## config.mk

```make
export PLATFORM = sky130hd
export DESIGN_NAME = fe_tx_line_encoder
export DESIGN_NICKNAME = d
export VERILOG_FILES = /design/src/rtl/fe_line_pkg.sv /design/src/rtl/fe_tx_ctrl.sv /design/src/rtl/fe_tx_scrambler.sv /design/src/rtl/fe_tx_mlt3.sv /design/src/rtl/fe_tx_datapath.sv /design/src/rtl/fe_tx_line_encoder.sv
export SDC_FILE = /design/constraint.sdc
export NUM_CORES = 1
export LEC_CHECK = 0
export BUFFER_PORTS_ARGS = -buffer_cell sky130_fd_sc_hd__buf_2
export CAP_MARGIN = 20
export CELL_PAD_IN_SITES_DETAIL_PLACEMENT = 1
export CELL_PAD_IN_SITES_GLOBAL_PLACEMENT = 1
export CORE_UTILIZATION = 39
export CTS_CLUSTER_DIAMETER = 100
export DETAILED_ROUTE_END_ITERATION = 12
export PLACE_DENSITY_LB_ADDON = 0.1
export SLEW_MARGIN = 5
export SYNTH_ARGS = -nofsm -noshare
export SYNTH_HDL_FRONTEND = slang
export SYNTH_SLANG_ARGS = --single-unit
```

## constraint.sdc

```tcl
create_clock -name clk -period 1.9 [get_ports clk]
set_clock_uncertainty 0.15 [all_clocks]
set_input_delay 0 -clock clk [delete_from_list [all_inputs] [get_ports clk]]
set_output_delay 0 -clock clk [all_outputs]
set_load 0.01 [all_outputs]
```

## src/rtl/fe_line_pkg.sv

```systemverilog
package fe_line_pkg;

  localparam int GROUP_BITS = 5;
  localparam int PHASE_W    = $clog2(GROUP_BITS);

  typedef enum logic [2:0] {
    SEL_IDLE, SEL_J, SEL_K, SEL_DATA, SEL_T, SEL_R, SEL_H
  } codeSelT;

  typedef enum logic [2:0] {
    FR_IDLE, FR_J, FR_BODY, FR_T, FR_R
  } frameStateT;

  typedef struct packed {
    logic               load;
    codeSelT            sel;
    logic [3:0]         nibble;
    logic [PHASE_W-1:0] bitPos;
  } ctrlStrobeT;

  localparam logic [1:0] SYM_ZERO = 2'b00;
  localparam logic [1:0] SYM_POS  = 2'b01;
  localparam logic [1:0] SYM_NEG  = 2'b11;

  // Data groups, leftmost bit is sent first
  function automatic logic [GROUP_BITS-1:0] dataGroup(input logic [3:0] n);
    logic [GROUP_BITS-1:0] g;
    case (n)
      4'h0: g = 5'b11110;
      4'h1: g = 5'b01001;
      4'h2: g = 5'b10100;
      4'h3: g = 5'b10101;
      4'h4: g = 5'b01010;
      4'h5: g = 5'b01011;
      4'h6: g = 5'b01110;
      4'h7: g = 5'b01111;
      4'h8: g = 5'b10010;
      4'h9: g = 5'b10011;
      4'hA: g = 5'b10110;
      4'hB: g = 5'b10111;
      4'hC: g = 5'b11010;
      4'hD: g = 5'b11011;
      4'hE: g = 5'b11100;
      default: g = 5'b11101;
    endcase
    return g;
  endfunction

  function automatic logic [GROUP_BITS-1:0] groupCode(input codeSelT sel,
                                                      input logic [3:0] n);
    logic [GROUP_BITS-1:0] g;
    case (sel)
      SEL_J:    g = 5'b11000;
      SEL_K:    g = 5'b10001;
      SEL_DATA: g = dataGroup(n);
      SEL_T:    g = 5'b01101;
      SEL_R:    g = 5'b00111;
      SEL_H:    g = 5'b00100;
      default:  g = 5'b11111;
    endcase
    return g;
  endfunction

endpackage

```

## src/rtl/fe_tx_ctrl.sv

```systemverilog
module fe_tx_ctrl
  import fe_line_pkg::*;
(
  input  logic       clk,
  input  logic       rstN,
  input  logic       txEnable,
  input  logic       txError,
  input  logic [3:0] txData,
  output logic       nibbleStrobe,
  output ctrlStrobeT strobeOut
);

  localparam logic [PHASE_W-1:0] LAST_POS = PHASE_W'(GROUP_BITS - 1);

  logic [PHASE_W-1:0] phaseQ;
  frameStateT         stateQ, stateNext;
  codeSelT            selNext;
  logic               lastBit;

  assign lastBit = (phaseQ == LAST_POS);

  always_comb begin
    stateNext = stateQ;
    selNext   = SEL_IDLE;
    case (stateQ)
      FR_IDLE: begin
        if (txEnable) begin
          selNext   = SEL_J;
          stateNext = FR_J;
        end
      end
      FR_J: begin
        selNext   = SEL_K;
        stateNext = FR_BODY;
      end
      FR_BODY: begin
        if (txEnable) begin
          selNext = txError ? SEL_H : SEL_DATA;
        end else begin
          selNext   = SEL_T;
          stateNext = FR_T;
        end
      end
      FR_T: begin
        selNext   = SEL_R;
        stateNext = FR_R;
      end
      FR_R: begin
        if (txEnable) begin
          selNext   = SEL_J;
          stateNext = FR_J;
        end else begin
          stateNext = FR_IDLE;
        end
      end
      default: stateNext = FR_IDLE;
    endcase
  end

  always_ff @(posedge clk) begin
    if (!rstN) begin
      phaseQ <= '0;
      stateQ <= FR_IDLE;
    end else begin
      phaseQ <= lastBit ? '0 : phaseQ + 1'b1;
      if (lastBit) stateQ <= stateNext;
    end
  end

  assign nibbleStrobe     = lastBit & rstN;
  assign strobeOut.load   = lastBit;
  assign strobeOut.sel    = selNext;
  assign strobeOut.nibble = txData;
  assign strobeOut.bitPos = phaseQ;

  // a strobe is followed by the first bit position of a fresh group
  assert_group_restart_R2: assert property (@(posedge clk) disable iff (!rstN)
    nibbleStrobe |=> (strobeOut.bitPos == '0));

  // strobes never come on adjacent cycles
  assert_strobe_spacing_R2: assert property (@(posedge clk) disable iff (!rstN)
    nibbleStrobe |=> !nibbleStrobe);

endmodule

```

## src/rtl/fe_tx_scrambler.sv

```systemverilog
module fe_tx_scrambler #(
  parameter int                  LFSR_LEN  = 11,
  parameter int                  LFSR_TAP  = 9,
  parameter logic [LFSR_LEN-1:0] LFSR_SEED = '1
) (
  input  logic clk,
  input  logic rstN,
  input  logic enable,
  input  logic plainBit,
  output logic scrBit
);

  logic [LFSR_LEN-1:0] lfsrQ;
  logic                keyBit;

  generate
    if (LFSR_SEED == '0) begin : gen_bad_seed
      $error("scrambler seed must be nonzero");
    end
  endgenerate

  assign keyBit = lfsrQ[LFSR_LEN-1] ^ lfsrQ[LFSR_TAP-1];
  assign scrBit = plainBit ^ (enable & keyBit);

  always_ff @(posedge clk) begin
    if (!rstN) lfsrQ <= LFSR_SEED;
    else       lfsrQ <= {lfsrQ[LFSR_LEN-2:0], keyBit};
  end

  // the register can never lock up in the all-zero state
  assert_lfsr_nonzero_R8: assert property (@(posedge clk) disable iff (!rstN)
    lfsrQ != '0);

endmodule

```

## src/rtl/fe_tx_mlt3.sv

```systemverilog
module fe_tx_mlt3
  import fe_line_pkg::*;
(
  input  logic       clk,
  input  logic       rstN,
  input  logic       nrziNow,
  input  logic       nrziNext,
  output logic [1:0] lineSym
);

  logic [1:0] phaseQ, phaseNext;
  logic [1:0] symQ, symNext;
  logic       toggle;

  assign toggle    = nrziNow ^ nrziNext;
  assign phaseNext = toggle ? phaseQ + 2'd1 : phaseQ;

  always_comb begin
    case (phaseNext)
      2'd1:    symNext = SYM_POS;
      2'd3:    symNext = SYM_NEG;
      default: symNext = SYM_ZERO;
    endcase
  end

  always_ff @(posedge clk) begin
    if (!rstN) begin
      phaseQ <= 2'd0;
      symQ   <= SYM_ZERO;
    end else begin
      phaseQ <= phaseNext;
      symQ   <= symNext;
    end
  end

  assign lineSym = symQ;

  // without an NRZI transition the line level holds
  assert_hold_level_R10: assert property (@(posedge clk) disable iff (!rstN)
    (nrziNow == nrziNext) |=> $stable(lineSym));

  // only the three legal codes appear
  assert_sym_legal_R11: assert property (@(posedge clk) disable iff (!rstN)
    lineSym != 2'b10);

  // no direct swing from +1 to -1
  assert_no_swing_up_R11: assert property (@(posedge clk) disable iff (!rstN)
    (lineSym == SYM_POS) |=> (lineSym != SYM_NEG));

  // no direct swing from -1 to +1
  assert_no_swing_down_R11: assert property (@(posedge clk) disable iff (!rstN)
    (lineSym == SYM_NEG) |=> (lineSym != SYM_POS));

endmodule

```

## src/rtl/fe_tx_datapath.sv

```systemverilog
module fe_tx_datapath
  import fe_line_pkg::*;
#(
  parameter int                  LFSR_LEN  = 11,
  parameter int                  LFSR_TAP  = 9,
  parameter logic [LFSR_LEN-1:0] LFSR_SEED = '1
) (
  input  logic       clk,
  input  logic       rstN,
  input  logic       scrambleOn,
  input  ctrlStrobeT ctrlIn,
  output logic [1:0] lineSym
);

  logic [GROUP_BITS-1:0] groupQ;
  logic                  plainBit;
  logic                  scrBit;
  logic                  nrziQ;
  logic                  nrziNext;

  always_ff @(posedge clk) begin
    if (!rstN) groupQ <= '1;
    else if (ctrlIn.load) groupQ <= groupCode(ctrlIn.sel, ctrlIn.nibble);
  end

  // Serializer: leftmost group bit leaves first
  always_comb begin
    plainBit = 1'b0;
    for (int i = 0; i < GROUP_BITS; i++) begin
      if (ctrlIn.bitPos == PHASE_W'(i)) plainBit = groupQ[GROUP_BITS-1-i];
    end
  end

  fe_tx_scrambler #(
    .LFSR_LEN (LFSR_LEN),
    .LFSR_TAP (LFSR_TAP),
    .LFSR_SEED(LFSR_SEED)
  ) uScrambler (
    .clk     (clk),
    .rstN    (rstN),
    .enable  (scrambleOn),
    .plainBit(plainBit),
    .scrBit  (scrBit)
  );

  assign nrziNext = nrziQ ^ scrBit;

  always_ff @(posedge clk) begin
    if (!rstN) nrziQ <= 1'b0;
    else       nrziQ <= nrziNext;
  end

  fe_tx_mlt3 uMlt3 (
    .clk     (clk),
    .rstN    (rstN),
    .nrziNow (nrziQ),
    .nrziNext(nrziNext),
    .lineSym (lineSym)
  );

endmodule

```

## src/rtl/fe_tx_line_encoder.sv

```systemverilog
module fe_tx_line_encoder
  import fe_line_pkg::*;
#(
  parameter int                  LFSR_LEN  = 11,
  parameter int                  LFSR_TAP  = 9,
  parameter logic [LFSR_LEN-1:0] LFSR_SEED = '1
) (
  input  logic       clk,
  input  logic       rstN,
  input  logic       scrambleOn,
  input  logic       txEnable,
  input  logic       txError,
  input  logic [3:0] txData,
  output logic       nibbleStrobe,
  output logic [1:0] lineSym
);

  ctrlStrobeT ctrlBus;

  fe_tx_ctrl uCtrl (
    .clk         (clk),
    .rstN        (rstN),
    .txEnable    (txEnable),
    .txError     (txError),
    .txData      (txData),
    .nibbleStrobe(nibbleStrobe),
    .strobeOut   (ctrlBus)
  );

  fe_tx_datapath #(
    .LFSR_LEN (LFSR_LEN),
    .LFSR_TAP (LFSR_TAP),
    .LFSR_SEED(LFSR_SEED)
  ) uDatapath (
    .clk       (clk),
    .rstN      (rstN),
    .scrambleOn(scrambleOn),
    .ctrlIn    (ctrlBus),
    .lineSym   (lineSym)
  );

endmodule

```

==> impl_metrics.yaml, run 1 <==
logic_synthesis:
  async_flop_share_pct: 0
  syn-num-nets: 144
  synthFlopType: "dfxtp_1"
  synth_top_area_share_pct: 42.9
  synth_warnings: 0
  synth_common_cells: "dfxtp_1 (25), nand2b_1 (15), nand2_1 (10)"
  synthCells: 130
  synth-seq-cells: 25
  synthMostInstantiatedCell: "dfxtp_1"
  avgSynthCellArea_um2: 8.98
  yosys.cell_types.count: 41
  synth_area_leaders: "dfxtp_1 (43%), nand2b_1 (8.0%), ha_1 (5.4%), a21oi_1 (3.9%), nand2_1 (3.2%)"
  yosysSeqAreaShare_pct: 42.9
  synth_edf_count: 0
  synthesis.area_um2: 1170
  synth_area_leader_cell: "dfxtp_1"
setup_path:
  path_max_fanout: 3
  critPathLaunch: "uCtrl.phaseQ[1]"
  r2r-start: "uCtrl.phaseQ[1]"
  end_kind: "flop"
  worstPathRequired_ps: 1980
  crit_arrival_ps: 1960
  criticalPathCategory: "reg2reg"
  cp-start-kind: "flop"
worst_hold_path:
  hp-class: "in2reg"
  hp-start: "txData[3]"
sta:
  finalCritPeriodShare_pct: 99.0
  worstMarginPinSlew_ps: 424
  setup_viol: 0
  fin_crit_ps: 1880
  timing.slew.headroom_pct: 71.8
  rsz0062_at_grt: "true"
  max_freq_mhz: 532
  drv_slew: 0
  hold_violations: 0
  setup_slack_ps: 18.8
  tns_ps: 0
power_and_ir_drop:
  internal_power_w: 0.000767
  p_leak_nw: 0.562
  power.switching_w: 0.000326
  power.density_nw_per_um2: 754
  combPwrFrac_pct: 23.7
  seqPwrFrac_pct: 53.0
  finalPower_w: 0.00109
  pwr-share-clk_pct: 23.2
  swShare_pct: 29.8
  peakVddDrop_v: 0.000297
clock_network:
  clk_latency_ps: 330
  cts-root-buf: "clkbuf_4"
  cts_tree: "yes"
  htreeDepth: 1
  clkTransAtPathRegs_ps: 140
  cts-buffers-inserted: 3
  clkSinkCount: 25
  cts_buffer_depth: 2
routing:
  wl_per_cell_um: 13.9
  drtPass1Iterations: 4
  drt-vias-per-instance: 5.25
  dr.first_iter.drc_count: 38
  drtAntennaViolNets: 0
  vias: 951
  finalWirelength_mm: 2.52
  drc_errors: 0
cells_and_area:
  nFillCells: 327
  post-route-util_pct: 51.7
  syn_to_final_growth_pct: 24.2
  final_layout_size_suffix_gt1_share_pct: 24.7
  diodes: 0
  fin_nets: 165
global_route:
  grt_antenna_before_repair: 0
  grt_pass1_vias: 979
  overflow: 0
  grt_start_max_net_pins: 25
  grt_first_pass_wirelength_mm: 4.42
  grt_use_total_pct: 18.1
die:
  die_y_um: 56.7
  core_area_um2: 2810
  dieArea_um2: 3220
  io_pins: 12
  fp.dieW_um: 56.7
  initial_core_util_pct: 41.6
  num_rows: 19
run_status:
  outcome: "completed"
job:
  maxCapViolCount: 0
placement:
  portBuffers: 11
  dp_hpwl_mm: 1.77
  globalplace.congestion: 0.745
  place_ws_ps: -56.7
==> power groups by stage <==
| stage | registers (W) | logic [W] | clock network [W] |
|---|---|---|---|
| finish | 0.000580 | 0.000259 | 0.000254 |
| global route | 0.000583 | 0.000284 | 0.000293 |
| CTS | 0.000577 | 0.000244 | 0.000267 |
| detailed placement | 0.000585 | 0.000197 | 0 |
| global placement | 0.000583 | 0.000187 | 0 |
| floorplan | 0.000581 | 0.000150 | 0 |
==> final timing paths <==
kind                                                        to  slack (ps)  cells past startpoint
worst max register to register       uDatapath.uMlt3.phaseQ[0]          20                      7
worst min-delay path                       uDatapath.groupQ[4]          30                      4
worst min register to register  uDatapath.uScrambler.lfsrQ[10]         280                      1
worst max-delay path                 uDatapath.uMlt3.phaseQ[0]          20                      7
==> flip-flops by register name (all words and copies together), names as in the netlist <==
name                        flops
uDatapath.uScrambler.lfsrQ     11
uDatapath.uMlt3.phaseQ          2
uCtrl.phaseQ                    3
uCtrl.stateQ                    3
uDatapath.uMlt3.lineSym         1
uDatapath.groupQ                5
==> stage by stage <==
step | instances | hold WS [ps] | cell area, µm²
floorplan | 130 | -77.0 | 1170
global placement | 169 | 218 | 1250
detailed placement | 169 | 240 | 1250
CTS | 181 | 16.3 | 1420
global route | 181 | 59.7 | 1450
finish | 181 | 31.9 | 1450
==> layout by cell type (no fill, tap or decap), types with 4 or more instances in the layout <==
cell type,netlist,routed
ha_4,0,4
nand2b_1,15,15
o21ai_1,4,4
buf_4,1,4
dfxtp_1,25,23
inv_1,8,6
nand2_1,10,10
buf_2,1,11
nor2_1,9,9
a21oi_1,9,7
dlygate4sd3_1,0,6
==> metal layers <==
metal	part of all wire, %	vias to the layer above	global-route usage, %
li1	-	480	-
met1	51	453	23.3
met2	45	14	29.4
met3	1.7	4	1.38
met4	2.4	0	10.7
met5	0	-	0
==> kinds of logic after synthesis <==
family                   Yosys count  synth area share, %
AO/OA/AOI/OAI                     33                 19.1
XOR/XNOR                           3                 3.86
adder cells (fa/ha/maj)            5                 5.36
buffers and inverters             13                 4.61
flip-flops                        25                 42.9
multiplexers                       1                0.857
AND/OR/NAND/NOR                   50                 23.4
==> worst max-delay path, cell delays in order, from the launching register on <==
cell and delay [ps]:
dfxtp_2 360, buf_4 140, ha_4 160, ha_4 160, a2111oi_4 320, or2_4 240
xor2_4 190, a21boi_1 80
==> cell type report <==
cell class | instances | area [µm²] | share of cell area (%)
clock inverters | 1 | 8.76 | 0.604
well taps | 31 | 38.8 | 2.67
clock buffers | 3 | 22.5 | 1.55
inverters | 8 | 35.0 | 2.42
flip-flops and latches | 25 | 505 | 34.9
repair buffers | 21 | 145 | 10.0
multi-input cells | 92 | 694 | 47.9
==> timing repair <==
action                     4_1_cts  5_1_grt
buffers inserted                 2        0
setup endpoints to repair        3        3
hold buffers                     6        0
gates resized for setup         14        6
hold endpoints to repair        22        0
pin swaps                        9        6
Note: power is estimated with default switching activity, not from simulation.
==> inputs of run 2 (changes only) <==
--- a/config.mk
+++ b/config.mk
@@ -13,6 +13,7 @@
 export CTS_CLUSTER_DIAMETER = 100
 export DETAILED_ROUTE_END_ITERATION = 12
 export PLACE_DENSITY_LB_ADDON = 0.1
+export SETUP_SLACK_MARGIN = 0.5
 export SLEW_MARGIN = 5
 export SYNTH_ARGS = -nofsm -noshare
 export SYNTH_HDL_FRONTEND = slang
==> run 2 against run 1 <==
Effect of this change:
- the run now ends with setup timing left
- clock power down 6%
- routed wire length increased by 18%
- global-route usage grew 1.9 points
- critical path type unchanged
- sequential share of layout area down 3.2 points
- register-to-register slack lost 20 ps
- combinational power grew 17%
- largest power group unchanged
- clock-buffer cell count did not move
==> impl_metrics.yaml, run 2 (synthesis gave the netlist of run 1 again) <==
global_route:
  overflow: 0
  grt_use_total_pct: 20.0
  grt_start_max_net_pins: 22
  grt_first_pass_wirelength_mm: 4.84
  grt_pass1_vias: 1084
  grt_antenna_before_repair: 0
clock_network:
  htreeDepth: 1
  cts-root-buf: "clkbuf_4"
  clkSinkCount: 25
  cts_buffer_depth: 2
  cts_tree: "yes"
  clk_latency_ps: 320
  cts-buffers-inserted: 3
  clkTransAtPathRegs_ps: 130
sta:
  fin_crit_ps: 1900
  rsz0062_at_grt: "true"
  hold_violations: 0
  timing.slew.headroom_pct: 52.6
  setup_viol: 2
  max_freq_mhz: 526
  worstMarginPinSlew_ps: 709
  setup_slack_ps: -2.90
  drv_slew: 0
  tns_ps: -5.22
  finalCritPeriodShare_pct: 100
cells_and_area:
  final_layout_size_suffix_gt1_share_pct: 39.2
  regMostFlops: "uDatapath.uScrambler.lfsrQ"
  fin_nets: 173
  multiInputGateArea_um2: 786
  syn_to_final_growth_pct: 39.9
  most-common-layout-cells: "dfxtp_1 (20), nand2b_1 (13), buf_2 (10)"
  diodes: 0
  reg_top3: "uDatapath.uScrambler.lfsrQ: 11 flops, uDatapath.groupQ: 5 flops"
  nFillCells: 321
  largest_reg_flops: 11
  regArea_um2: 517
  fin_cells: 189
  final_common_cell: "dfxtp_1"
power_and_ir_drop:
  p_leak_nw: 0.624
  peakVddDrop_v: 0.000299
  power.density_nw_per_um2: 688
die:
  io_pins: 12
  fp.dieW_um: 56.7
  initial_core_util_pct: 41.6
  dieArea_um2: 3220
  core_area_um2: 2810
  die_y_um: 56.7
  num_rows: 19
placement:
  portBuffers: 11
  dp.cells: 169
  dp_hpwl_mm: 1.86
  globalplace.congestion: 0.774
routing:
  drtPass1Iterations: 4
  drt-vias-per-instance: 5.37
  vias: 1014
  drtAntennaViolNets: 0
  wl_per_cell_um: 15.8
  finalWirelength_mm: 2.98
  drc_errors: 0
  dr.first_iter.drc_count: 31
run_status:
  outcome: "complete, but fails checks"
  violations: "setup timing"
setup_path:
  criticalPathCategory: "reg2reg"
  crit_arrival_ps: 1970
  end_kind: "flop"
  worstPathRequired_ps: 1970
  cp-start-kind: "flop"
  reg2reg_depth: 7
  path_max_fanout: 4
job:
  maxCapViolCount: 0
worst_hold_path:
  hp-class: "in2reg"
  min_path_cells: 4
==> run 2: cell count changes in the layout (fill, tap and decap cells not counted), sizes merged <==
cell | previous run | this run
buf | 15 | 22
clkinv | 0 | 1
dlygate4sd3 | 6 | 7
inv | 9 | 8
==> run 2: per-layer routing <==
layer	GRT usage, %	vias to the layer above	wire [µm]
met5	0	-	0
met4	11.4	0	63
met3	2.76	4	59
met2	35.4	18	1550
met1	22.7	493	1320
li1	-	499	-
==> run 2: what timing repair did <==
| action | 4_1_cts | 5_1_grt |
|---|---|---|
| hold endpoints to repair | 22 | 0 |
| gates resized for setup | 27 | 20 |
| buffers inserted | 5 | 4 |
| hold buffers | 7 | 0 |
| pin swaps | 12 | 7 |
| setup endpoints to repair | 15 | 14 |
==> run 2: where the power goes <==
part	leakage, nW	switching, W	internal (W)
Sequential	0.207	0.0000258	0.000552
Combinational	0.399	0.000154	0.000150
Clock	0.0177	0.000161	0.0000790
Total	0.624	0.000341	0.000781
==> run 2: path summary, 6_finish.rpt <==
path | endpoint | startpoint | slack (ps)
max | uDatapath.uMlt3.phaseQ[0] | uCtrl.phaseQ[0] | -3
min | uDatapath.groupQ[1] | txData[0] | 50
max reg2reg | uDatapath.uMlt3.phaseQ[0] | uCtrl.phaseQ[0] | -3
min reg2reg | uDatapath.uScrambler.lfsrQ[7] | uDatapath.uScrambler.lfsrQ[6] | 280
==> run 2: through the flow <==
step | power [W] | hold slack, ps | util, % | worst slack [ps] | cell area (µm²)
3_3_place_gp | 0.000775 | 222 | 45.3 | 60.0 | 1270
5_1_grt | 0.00118 | 72.3 | 58.2 | -102 | 1630
2_1_floorplan | 0.000733 | -77.0 | - | 136 | 1190
3_5_place_dp | 0.000785 | 235 | 45.3 | -12.5 | 1270
4_1_cts | 0.00109 | 39.8 | 53.8 | 45.8 | 1510
6_report | 0.00112 | 46.6 | 58.2 | -2.90 | 1630
==> run 2: cell type report <==
cell class	instances	share of cell area [%]
Tap cell	31	2.38
Inverter	8	2.15
Clock inverter	1	0.307
Timing Repair Buffer	29	14.0
Sequential cell	25	31.6
Multi-Input combinational cell	92	48.1
Clock buffer	3	1.38
==> run 2: worst max-delay path, stage by stage, from the launching register on <==
cell,delay (ps)
dfxtp_4,400
ha_1,210
ha_1,220
nand2_1,110
o21ai_2,70
or2_4,290
o211a_1,220
a21boi_2,150
